<file path="config.mk">
export PLATFORM = sky130hd
export DESIGN_NAME = nand_op_seq
export DESIGN_NICKNAME = d
export VERILOG_FILES = /design/src/rtl/nand_op_seq.sv
export SDC_FILE = /design/constraint.sdc
export NUM_CORES = 1
export LEC_CHECK = 0
export ABC_AREA = 1
export CAP_MARGIN = 20
export CORE_MARGIN = 3
export CORE_UTILIZATION = 40
export CTS_CLUSTER_DIAMETER = 150
export CTS_CLUSTER_SIZE = 12
export DETAILED_ROUTE_END_ITERATION = 8
export DONT_BUFFER_PORTS = 1
export PLACE_DENSITY = 0.51
export SYNTH_ARGS = -nofsm -noshare
export SYNTH_HDL_FRONTEND = slang
export SYNTH_SLANG_ARGS = --single-unit
</file>
<file path="constraint.sdc">
create_clock -name clk -period 3.95 [get_ports clk]
set_input_delay 0.79 -clock clk [delete_from_list [all_inputs] [get_ports clk]]
set_output_delay 0.79 -clock clk [all_outputs]
set_load 0.02 [all_outputs]
</file>
<file path="src/rtl/nand_op_seq.sv">
module nand_op_seq #(
  parameter int MAIN_BYTES  = 2048,
  parameter int SPARE_BYTES = 64,
  parameter int ID_BYTES    = 4,
  parameter int POLL_LIMIT  = 16384,
  parameter int RB_LIMIT    = 262144,
  parameter int NBANK       = 4,
  parameter int PW_BITS     = 4,
  localparam int BW = (NBANK > 1) ? $clog2(NBANK) : 1
) (
  input  logic               clk,
  input  logic               rst_n,
  input  logic               req_valid,
  input  logic [2:0]         req_op,
  input  logic [BW-1:0]      req_bank,
  input  logic [15:0]        req_page,
  input  logic               req_main,
  input  logic               req_spare,
  input  logic               cfg_we,
  input  logic [BW-1:0]      cfg_bank,
  input  logic [PW_BITS-1:0] cfg_pulse,
  output logic               busy,
  output logic               done,
  output logic               timeout,
  output logic [NBANK-1:0]   nand_ce_n,
  output logic               nand_cle,
  output logic               nand_ale,
  output logic               nand_we_n,
  output logic               nand_re_n,
  output logic [7:0]         nand_dq_o,
  output logic               nand_dq_oe,
  input  logic [7:0]         nand_dq_i,
  input  logic [NBANK-1:0]   nand_rb_n,
  input  logic [7:0]         wr_data,
  input  logic               wr_valid,
  output logic               wr_ready,
  output logic [7:0]         rd_data,
  output logic               rd_valid,
  input  logic               rd_ready
);
  localparam int LW   = $clog2(MAIN_BYTES + SPARE_BYTES + ID_BYTES + 1);
  localparam int WMAX = (POLL_LIMIT > RB_LIMIT) ? POLL_LIMIT : RB_LIMIT;
  localparam int CW   = $clog2(WMAX + 1);
  localparam int TW   = PW_BITS + 2;

  localparam logic [2:0] OP_READ = 3'd0, OP_PROG = 3'd1, OP_ERASE = 3'd2,
                         OP_RESET = 3'd3, OP_ID = 3'd4;

  typedef enum logic [3:0] {
    S_IDLE, S_CMD1, S_ADDR, S_XFER, S_CMD2, S_STCMD, S_STRD, S_RDMODE, S_RBWAIT
  } state_t;

  state_t             st;
  logic [2:0]         op_q;
  logic [BW-1:0]      bank_q;
  logic [15:0]        page_q;
  logic [15:0]        col_q;
  logic [LW-1:0]      len_q;
  logic [LW-1:0]      idx;
  logic [CW-1:0]      wcnt;
  logic               act;
  logic [TW-1:0]      tcnt;
  logic [7:0]         wbyte_q;
  logic [7:0]         rd_q;
  logic               rdv_q;
  logic               st_rdy;
  logic               done_q, to_q;
  logic [PW_BITS-1:0] twp [NBANK];

  logic [TW-1:0] pw;
  logic [2:0]    nadr;
  logic [7:0]    cmd_byte, adr_byte;
  logic          is_cmd, is_rd_cyc, is_wr_data, bus_st, go, samp, last;

  assign pw = (twp[bank_q] == '0) ? TW'(1) : TW'(twp[bank_q]);

  assign is_cmd     = (st == S_CMD1) || (st == S_CMD2) || (st == S_STCMD) || (st == S_RDMODE);
  assign is_wr_data = (st == S_XFER) && (op_q == OP_PROG);
  assign is_rd_cyc  = (st == S_STRD) || ((st == S_XFER) && (op_q != OP_PROG));
  assign bus_st     = (st != S_IDLE) && (st != S_RBWAIT);
  assign go   = !act && bus_st && (!is_wr_data || wr_valid) &&
                !((st == S_XFER) && (op_q != OP_PROG) && rdv_q);
  assign samp = act && (tcnt == pw - TW'(1));
  assign last = act && (tcnt == (pw << 1) - TW'(1));

  always_comb begin
    case (op_q)
      OP_ERASE: nadr = 3'd2;
      OP_ID:    nadr = 3'd1;
      default:  nadr = 3'd4;
    endcase
    case (op_q)
      OP_ERASE: adr_byte = (idx == '0) ? page_q[7:0] : page_q[15:8];
      OP_ID:    adr_byte = 8'h00;
      default:
        case (idx[1:0])
          2'd0:    adr_byte = col_q[7:0];
          2'd1:    adr_byte = col_q[15:8];
          2'd2:    adr_byte = page_q[7:0];
          default: adr_byte = page_q[15:8];
        endcase
    endcase
    cmd_byte = 8'h00;
    case (st)
      S_CMD1:
        case (op_q)
          OP_PROG:  cmd_byte = 8'h80;
          OP_ERASE: cmd_byte = 8'h60;
          OP_RESET: cmd_byte = 8'hFF;
          OP_ID:    cmd_byte = 8'h90;
          default:  cmd_byte = 8'h00;
        endcase
      S_CMD2:
        case (op_q)
          OP_PROG:  cmd_byte = 8'h10;
          OP_ERASE: cmd_byte = 8'hD0;
          default:  cmd_byte = 8'h30;
        endcase
      S_STCMD: cmd_byte = 8'h70;
      default: cmd_byte = 8'h00;
    endcase
  end

  assign busy       = (st != S_IDLE);
  assign done       = done_q;
  assign timeout    = to_q;
  assign nand_cle   = act && is_cmd;
  assign nand_ale   = act && (st == S_ADDR);
  assign nand_we_n  = !(act && (tcnt < pw) && !is_rd_cyc);
  assign nand_re_n  = !(act && (tcnt < pw) && is_rd_cyc);
  assign nand_dq_oe = act && !is_rd_cyc;
  assign nand_dq_o  = is_cmd ? cmd_byte : (st == S_ADDR) ? adr_byte : wbyte_q;
  assign wr_ready   = is_wr_data && !act;
  assign rd_data    = rd_q;
  assign rd_valid   = rdv_q;

  for (genvar b = 0; b < NBANK; b++) begin : g_ce
    assign nand_ce_n[b] = !(busy && (bank_q == BW'(b)));
  end

  always_ff @(posedge clk or negedge rst_n) begin
    if (!rst_n) begin
      st <= S_IDLE; op_q <= '0; bank_q <= '0; page_q <= '0; col_q <= '0;
      len_q <= '0; idx <= '0; wcnt <= '0; act <= 1'b0; tcnt <= '0;
      wbyte_q <= '0; rd_q <= '0; rdv_q <= 1'b0; st_rdy <= 1'b0;
      done_q <= 1'b0; to_q <= 1'b0;
      for (int b = 0; b < NBANK; b++) twp[b] <= PW_BITS'(7);
    end else begin
      done_q <= 1'b0;
      to_q   <= 1'b0;
      if (cfg_we) twp[cfg_bank] <= cfg_pulse;
      if (rdv_q && rd_ready) rdv_q <= 1'b0;

      if (st == S_IDLE) begin
        if (req_valid && req_op <= OP_ID) begin
          st <= S_CMD1; op_q <= req_op; bank_q <= req_bank; page_q <= req_page;
          idx <= '0;
          col_q <= req_main ? 16'h0 : 16'(MAIN_BYTES);
          if (req_op == OP_ID) len_q <= LW'(ID_BYTES);
          else if (req_op == OP_READ || req_op == OP_PROG)
            len_q <= (req_main ? LW'(MAIN_BYTES) : '0) + (req_spare ? LW'(SPARE_BYTES) : '0);
          else len_q <= '0;
        end
      end else if (st == S_RBWAIT) begin
        if (nand_rb_n[bank_q]) begin
          st <= S_IDLE; done_q <= 1'b1;
        end else if (wcnt == CW'(RB_LIMIT - 1)) begin
          st <= S_IDLE; to_q <= 1'b1;
        end else wcnt <= wcnt + 1'b1;
      end

      if (go) begin
        act <= 1'b1; tcnt <= '0;
        if (is_wr_data) wbyte_q <= wr_data;
      end else if (act) begin
        tcnt <= tcnt + 1'b1;
        if (samp && is_rd_cyc) begin
          if (st == S_STRD) st_rdy <= nand_dq_i[6];
          else begin rd_q <= nand_dq_i; rdv_q <= 1'b1; end
        end
        if (last) begin
          act <= 1'b0;
          case (st)
            S_CMD1:
              if (op_q == OP_RESET) begin st <= S_RBWAIT; wcnt <= '0; end
              else begin st <= S_ADDR; idx <= '0; end
            S_ADDR:
              if (idx == LW'(nadr - 3'd1)) begin
                idx <= '0;
                if (op_q == OP_ID) begin
                  if (len_q != '0) st <= S_XFER;
                  else begin st <= S_IDLE; done_q <= 1'b1; end
                end else if (op_q == OP_PROG && len_q != '0) st <= S_XFER;
                else st <= S_CMD2;
              end else idx <= idx + 1'b1;
            S_XFER:
              if (idx == len_q - 1'b1) begin
                idx <= '0;
                if (op_q == OP_PROG) st <= S_CMD2;
                else begin st <= S_IDLE; done_q <= 1'b1; end
              end else idx <= idx + 1'b1;
            S_CMD2:  st <= S_STCMD;
            S_STCMD: begin st <= S_STRD; wcnt <= '0; end
            S_STRD:
              if (st_rdy) st <= S_RDMODE;
              else if (wcnt == CW'(POLL_LIMIT - 1)) begin st <= S_IDLE; to_q <= 1'b1; end
              else wcnt <= wcnt + 1'b1;
            S_RDMODE:
              if (op_q == OP_READ && len_q != '0) begin st <= S_XFER; idx <= '0; end
              else begin st <= S_IDLE; done_q <= 1'b1; end
            default: st <= S_IDLE;
          endcase
        end
      end
    end
  end

  AST_STROBE_EXCL: assert property (@(posedge clk) disable iff (!rst_n)
    !(!nand_we_n && !nand_re_n));
  AST_CE_SINGLE: assert property (@(posedge clk) disable iff (!rst_n)
    $onehot0(~nand_ce_n));
  AST_DQ_HELD: assert property (@(posedge clk) disable iff (!rst_n)
    (!nand_we_n && $past(!nand_we_n)) |-> $stable(nand_dq_o));
  AST_CE_FIXED: assert property (@(posedge clk) disable iff (!rst_n)
    (busy && $past(busy)) |-> $stable(nand_ce_n));
  AST_END_PULSE: assert property (@(posedge clk) disable iff (!rst_n)
    (done || timeout) |=> !(done || timeout));
  AST_END_EXCL: assert property (@(posedge clk) disable iff (!rst_n)
    (done || timeout) |-> (!busy && !(done && timeout)));
  AST_RD_HOLD: assert property (@(posedge clk) disable iff (!rst_n)
    (rd_valid && !rd_ready) |=> (rd_valid && $stable(rd_data)));
endmodule

</file>
After elaboration in Yosys (flattened, before gate mapping)
Cells that the tools add are included.
{ "word_totals": {"reg_bits": 127} }
{ "op_classes": {"add_sub_neg": 8, "order_cmp": 6, "eq_ne": 27, "mux": 96, "bitwise": 4, "n_reduce_logical": 56} }
{ "ops": {"columns": ["operator", "n"], "rows": [
  ["19-bit 2-to-1 mux", 10],
  ["12-bit 2-to-1 mux", 13],
  ["4-bit 2-to-1 mux", 18],
  ["19-bit case mux with 3 select lines", 1],
  ["12-bit case mux with 4 select lines", 1],
  ["8-bit case mux with 3 select lines", 2],
  ["8-bit case mux with 2 select lines", 2],
  ["8-bit case mux with 4 select lines", 1],
  ["1-bit 2-to-1 mux", 31],
  ["4-bit case mux with 7 select lines", 1],
  ["1-bit logical AND", 26],
  ["12-bit equality test", 2],
  ["8-bit 2-to-1 mux", 3],
  ["19-bit by 1-bit adder with 19-bit output (second input constant)", 1],
  ["19-bit by 14-bit equality test with 1-bit output (second input constant)", 1],
  ["19-bit by 18-bit equality test with 1-bit output (second input constant)", 1],
  ["16-bit bitwise mux", 1],
  ["4-bit by 3-bit equality test with 1-bit output (second input constant)", 4],
  ["12-bit by 1-bit adder with 12-bit output (second input constant)", 1],
  ["12-bit by 7-bit adder with 12-bit output", 1],
  ["6-bit equality test", 2],
  ["12-bit zero test", 1],
  ["6-bit 2-to-1 mux", 2],
  ["12-bit nonzero test", 1],
  ["39 further kinds", 70]
]} }

Depth between registers and ports, before layout
{ "logic_depth": {"depth_word": 13, "ltp_mapped": 22} }

Worst setup path after synthesis
No wires, ideal clock.
{ "synth_timing": {"path_kind": "reg-to-output", "start": "reg idx[0]", "end": "out nand_dq_o[2]", "arrival_time_ps": 1892, "t_required_ps": 3160, "path_slack_ps": 1268, "path_stages_with_launch": 11, "path_buffers": 1, "cell_sequence": "dfrtp_1 > inv_1 > ha_1 > inv_1 > nor2_1 > nand2_1 > clkbuf_1 > o21ai_0 > a21oi_1 > a21oi_1 > o21ai_0"} }
{ "synth_between": {"elab_chain_cells": 5, "elab_cells_between_ends": 9, "classes_between": "eq/ne: 2; mux: 5; reduce/logical: 2"} }
{ "synth_rtl": {"columns": ["element", "line_no", "text"], "rows": [
  ["start: declaration", "59", "logic [LW-1:0] idx;"],
  ["start signal: assignment", "195", "end else idx <= idx + 1'b1;"],
  ["start signal: assignment", "201", "end else idx <= idx + 1'b1;"],
  ["2-bit equality test (tied with other cells)", "96", "case (idx[1:0])"],
  ["8-bit case mux with 3 select lines or 8-bit 2-to-1 mux (tied branches)", "96, 93", null],
  ["8-bit case mux with 2 select lines (*)", "92", "case (op_q)"],
  ["8-bit 2-to-1 mux (*) (2 in a row)", "132", "assign nand_dq_o = is_cmd ? cmd_byte : (st == S_ADDR) ? adr_byte : wbyte_q;"],
  ["end: declaration", "30", "output logic [7:0] nand_dq_o,"]
]} }
Every way passes the cells marked *; elsewhere a longest branch is shown, timed or not.

Worst setup path in the final report
{ "layout_timing": {"start": "reg idx[0]", "end": "out nand_dq_o[3]"} }
Same word-level chain as after synthesis.

==> results.json <==
{
  "status": "complete, no violations",
  "syn_nets": 1152,
  "r2r_start": "bank_q[0]",
  "drive_gt1_frac": 0.0880,
  "initialDrtViolationCount": 451,
  "comb_power_share": 0.515,
  "finalNetCount": 1143,
  "min-delay-path-class": "input port to async pin",
  "dp.final_hpwl_um": 16000,
  "viasPerCell": 5.26,
  "endpoint_kind": "primary output",
  "place_congestion": 0.851,
  "peakVddDrop_mv": 0.335,
  "post_cts_buffers": 0,
  "p_seq_frac": 0.325,
  "clock_path_buffers": 2,
  "finalClockSkew_ns": 0.0140,
  "r2r_cells": 17,
  "syn_inst": 1084,
  "cts_hold_buf": 0,
  "p_clk_frac": 0.160,
  "finalSetupTns_ns": 0,
  "slew_violations": 0,
  "critical_path.top_delay_family": "compound AO/OA/AOI/OAI gates",
  "setup_viol_count_final": 0,
  "grt_pass1_vias": 6671,
  "cellInternalPower_mw": 2.78,
  "worst_ep_arrival_time_ns": 2.68,
  "grt_overflow": 0,
  "area_growth_pct": 6.64,
  "vias": 6880,
  "cts.clk_slew.worst_paths_ns": 0.08,
  "root_buffer": "clkbuf_16",
  "antenna_found_initial": 0,
  "place_area_mm2": 0.00765,
  "worstMarginPinSlew_ns": 0.660,
  "cap_violations": 0,
  "fillers": 1974,
  "cp.required_ns": 3.16,
  "criticalPathCategory": "flip-flop to primary output",
  "final_cell_mix": "297 x nand2_1, 117 x inv_1, 114 x nand3_1",
  "finalHoldViolations": 0,
  "swShare": 0.511,
  "slowest_delay_ns": 0.52,
  "design_area_mm2": 0.00794,
  "layout_commonest_cell": "nand2_1",
  "cts.repair.resized": 0,
  "port_buffers": 0,
  "first_pass_iters": 5,
  "core-area_mm2": 0.0181,
  "p_per_area_mw_per_mm2": 715,
  "insertion_delay_ns": 0.36,
  "post-route-min-period_ns": 3.47,
  "seq_area_mm2": 0.00259,
  "num_antenna_cells": 0,
  "die_x_um": 142,
  "timing.hold.ws_ns": 0.125,
  "clock-sinks": 103,
  "crit_top_cell": "a21oi_1",
  "p_leak_nw": 3.83,
  "period_share": 0.878,
  "synth_top_cell_area_share": 0.306,
  "cp_num_buf_inv": 2,
  "syn_area_mm2": 0.00745,
  "synth.distinct_cells": 45,
  "rsz0062_at_grt": "no",
  "yosysTopAreaCell": "dfrtp_1",
  "cp-start-kind": "flip-flop",
  "multi_input_area_mm2": 0.00421,
  "die-area_mm2": 0.0203,
  "yosysSeqAreaShare": 0.348,
  "h-tree-depth": 3,
  "p_sw_mw": 2.90,
  "cp_cell_sequence": "inv_1 -> ha_1 -> inv_1 -> nor2_1 -> nand2_1 -> a21oi_1 -> o21ai_0 -> a21oi_1 -> a21oi_1 -> o21ai_0",
  "r2r_slack_ns": 0.82,
  "timing.rr.end": "idx[9]",
  "wirelength_um": 21800,
  "yosys_register_bits": 103,
  "cts_inserted_buffers": 9,
  "track_usage": 0.220,
  "slowest_stage": "o21ai_0",
  "fmax_mhz": 288,
  "grt_pass1_wl_um": 35500,
  "die_h_um": 142,
  "finalPower_mw": 5.67,
  "antenna_left": 0,
  "rows": 49,
  "io_pins": 85,
  "drc": 0,
  "grt_max_degree": 104,
  "start_util": 0.410,
  "cts_tree": "built",
  "wl_per_cell_um": 16.6,
  "crit_fanout": 16,
  "avgSynthCellArea_um2": 6.87,
  "max_slew_margin": 0.559,
  "ys_warn_count": 0,
  "synth_area_leaders": "dfrtp_1 31%, nand2_1 15%, nand3_1 7.7%",
  "crit_path_start": "idx[0]",
  "fin_util": 0.438
}
flip-flops by register name (all words and copies together), names as in the netlist, 2 cells and up:
name     flops
tcnt         6
page_q      16
wcnt        19
rd_data      8
len_q        3
wbyte_q      8
twp         16
idx         12
op_q         3
bank_q       2
st           4
routing by layer:
layer | part of all wire | routed length (um) | up-vias | track usage
li1 | - | - | 3520 | -
met1 | 0.48 | 10500 | 3202 | 0.307
met2 | 0.46 | 10000 | 144 | 0.350
met3 | 0.047 | 1030 | 14 | 0.0454
met4 | 0.011 | 249 | 0 | 0.0525
met5 | 0 | 0 | - | 0
per-stage QoR:
| stage | setup WS (ns) | cells |
|---|---|---|
| global placement | 0.889 | 1293 |
| CTS | 0.485 | 1309 |
| floorplan | 1.27 | 1084 |
| finish | 0.483 | 1309 |
| global route | 0.185 | 1309 |
| detailed placement | 0.857 | 1293 |
how the worst max path moves through the flow:
stage | endpoint | slack [ns] | cells past startpoint
after floorplan | nand_dq_o[2] | 1.27 | 10
after global placement | nand_dq_o[3] | 0.89 | 10
after detailed placement | idx[9] | 0.86 | 17
after CTS | nand_dq_o[3] | 0.49 | 10
after global routing | nand_dq_o[0] | 0.18 | 10
final | nand_dq_o[3] | 0.48 | 10
power groups by stage:
stage,clock [mW],sequential [mW],combinational (mW)
3_3_place_gp,0,1.86,2.92
3_5_place_dp,0,1.86,2.92
4_1_cts,0.940,1.85,2.94
6_report,0.907,1.85,2.92
5_1_grt,0.983,1.90,3.32
2_1_floorplan,0,1.70,2.38
area by class of cell:
class / instances / share of cell area
multi-input cells: 822 / 0.530
inverters: 129 / 0.0613
flip-flops and latches: 103 / 0.327
clock buffers: 10 / 0.0288
repair buffers: 10 / 0.00945
well taps: 229 / 0.0361
clock inverters: 6 / 0.00788
synthesized netlist by cell type, drive strengths merged:
cell type and instances:
xnor2 7, nor3 20, a21oi 47, nor2 101
and2 1, nor4 1, a22oi 2, nand2 306
a31oi 1, nand3b 12, o21ai 107, xor2 28
clkinv 2, clkbuf 15, buf 15, mux2 8
o211ai 5, o31ai 3, o22ai 2, a21boi 1
o21a 2, dfstp 12, inv 127, ha 13
o32ai 1, dfrtp 91, or2 6, nand3 121
nand4 27
kinds of logic after synthesis:
kind of cell | Yosys count | synth area share
XOR/XNOR | 35 | 0.0412
buffers and inverters | 159 | 0.0867
adder cells (fa/ha/maj) | 13 | 0.0218
multiplexers | 8 | 0.0121
flip-flops | 103 | 0.348
AO/OA/AOI/OAI | 171 | 0.120
AND/OR/NAND/NOR | 595 | 0.370
(Power assumes the default switching activity.)
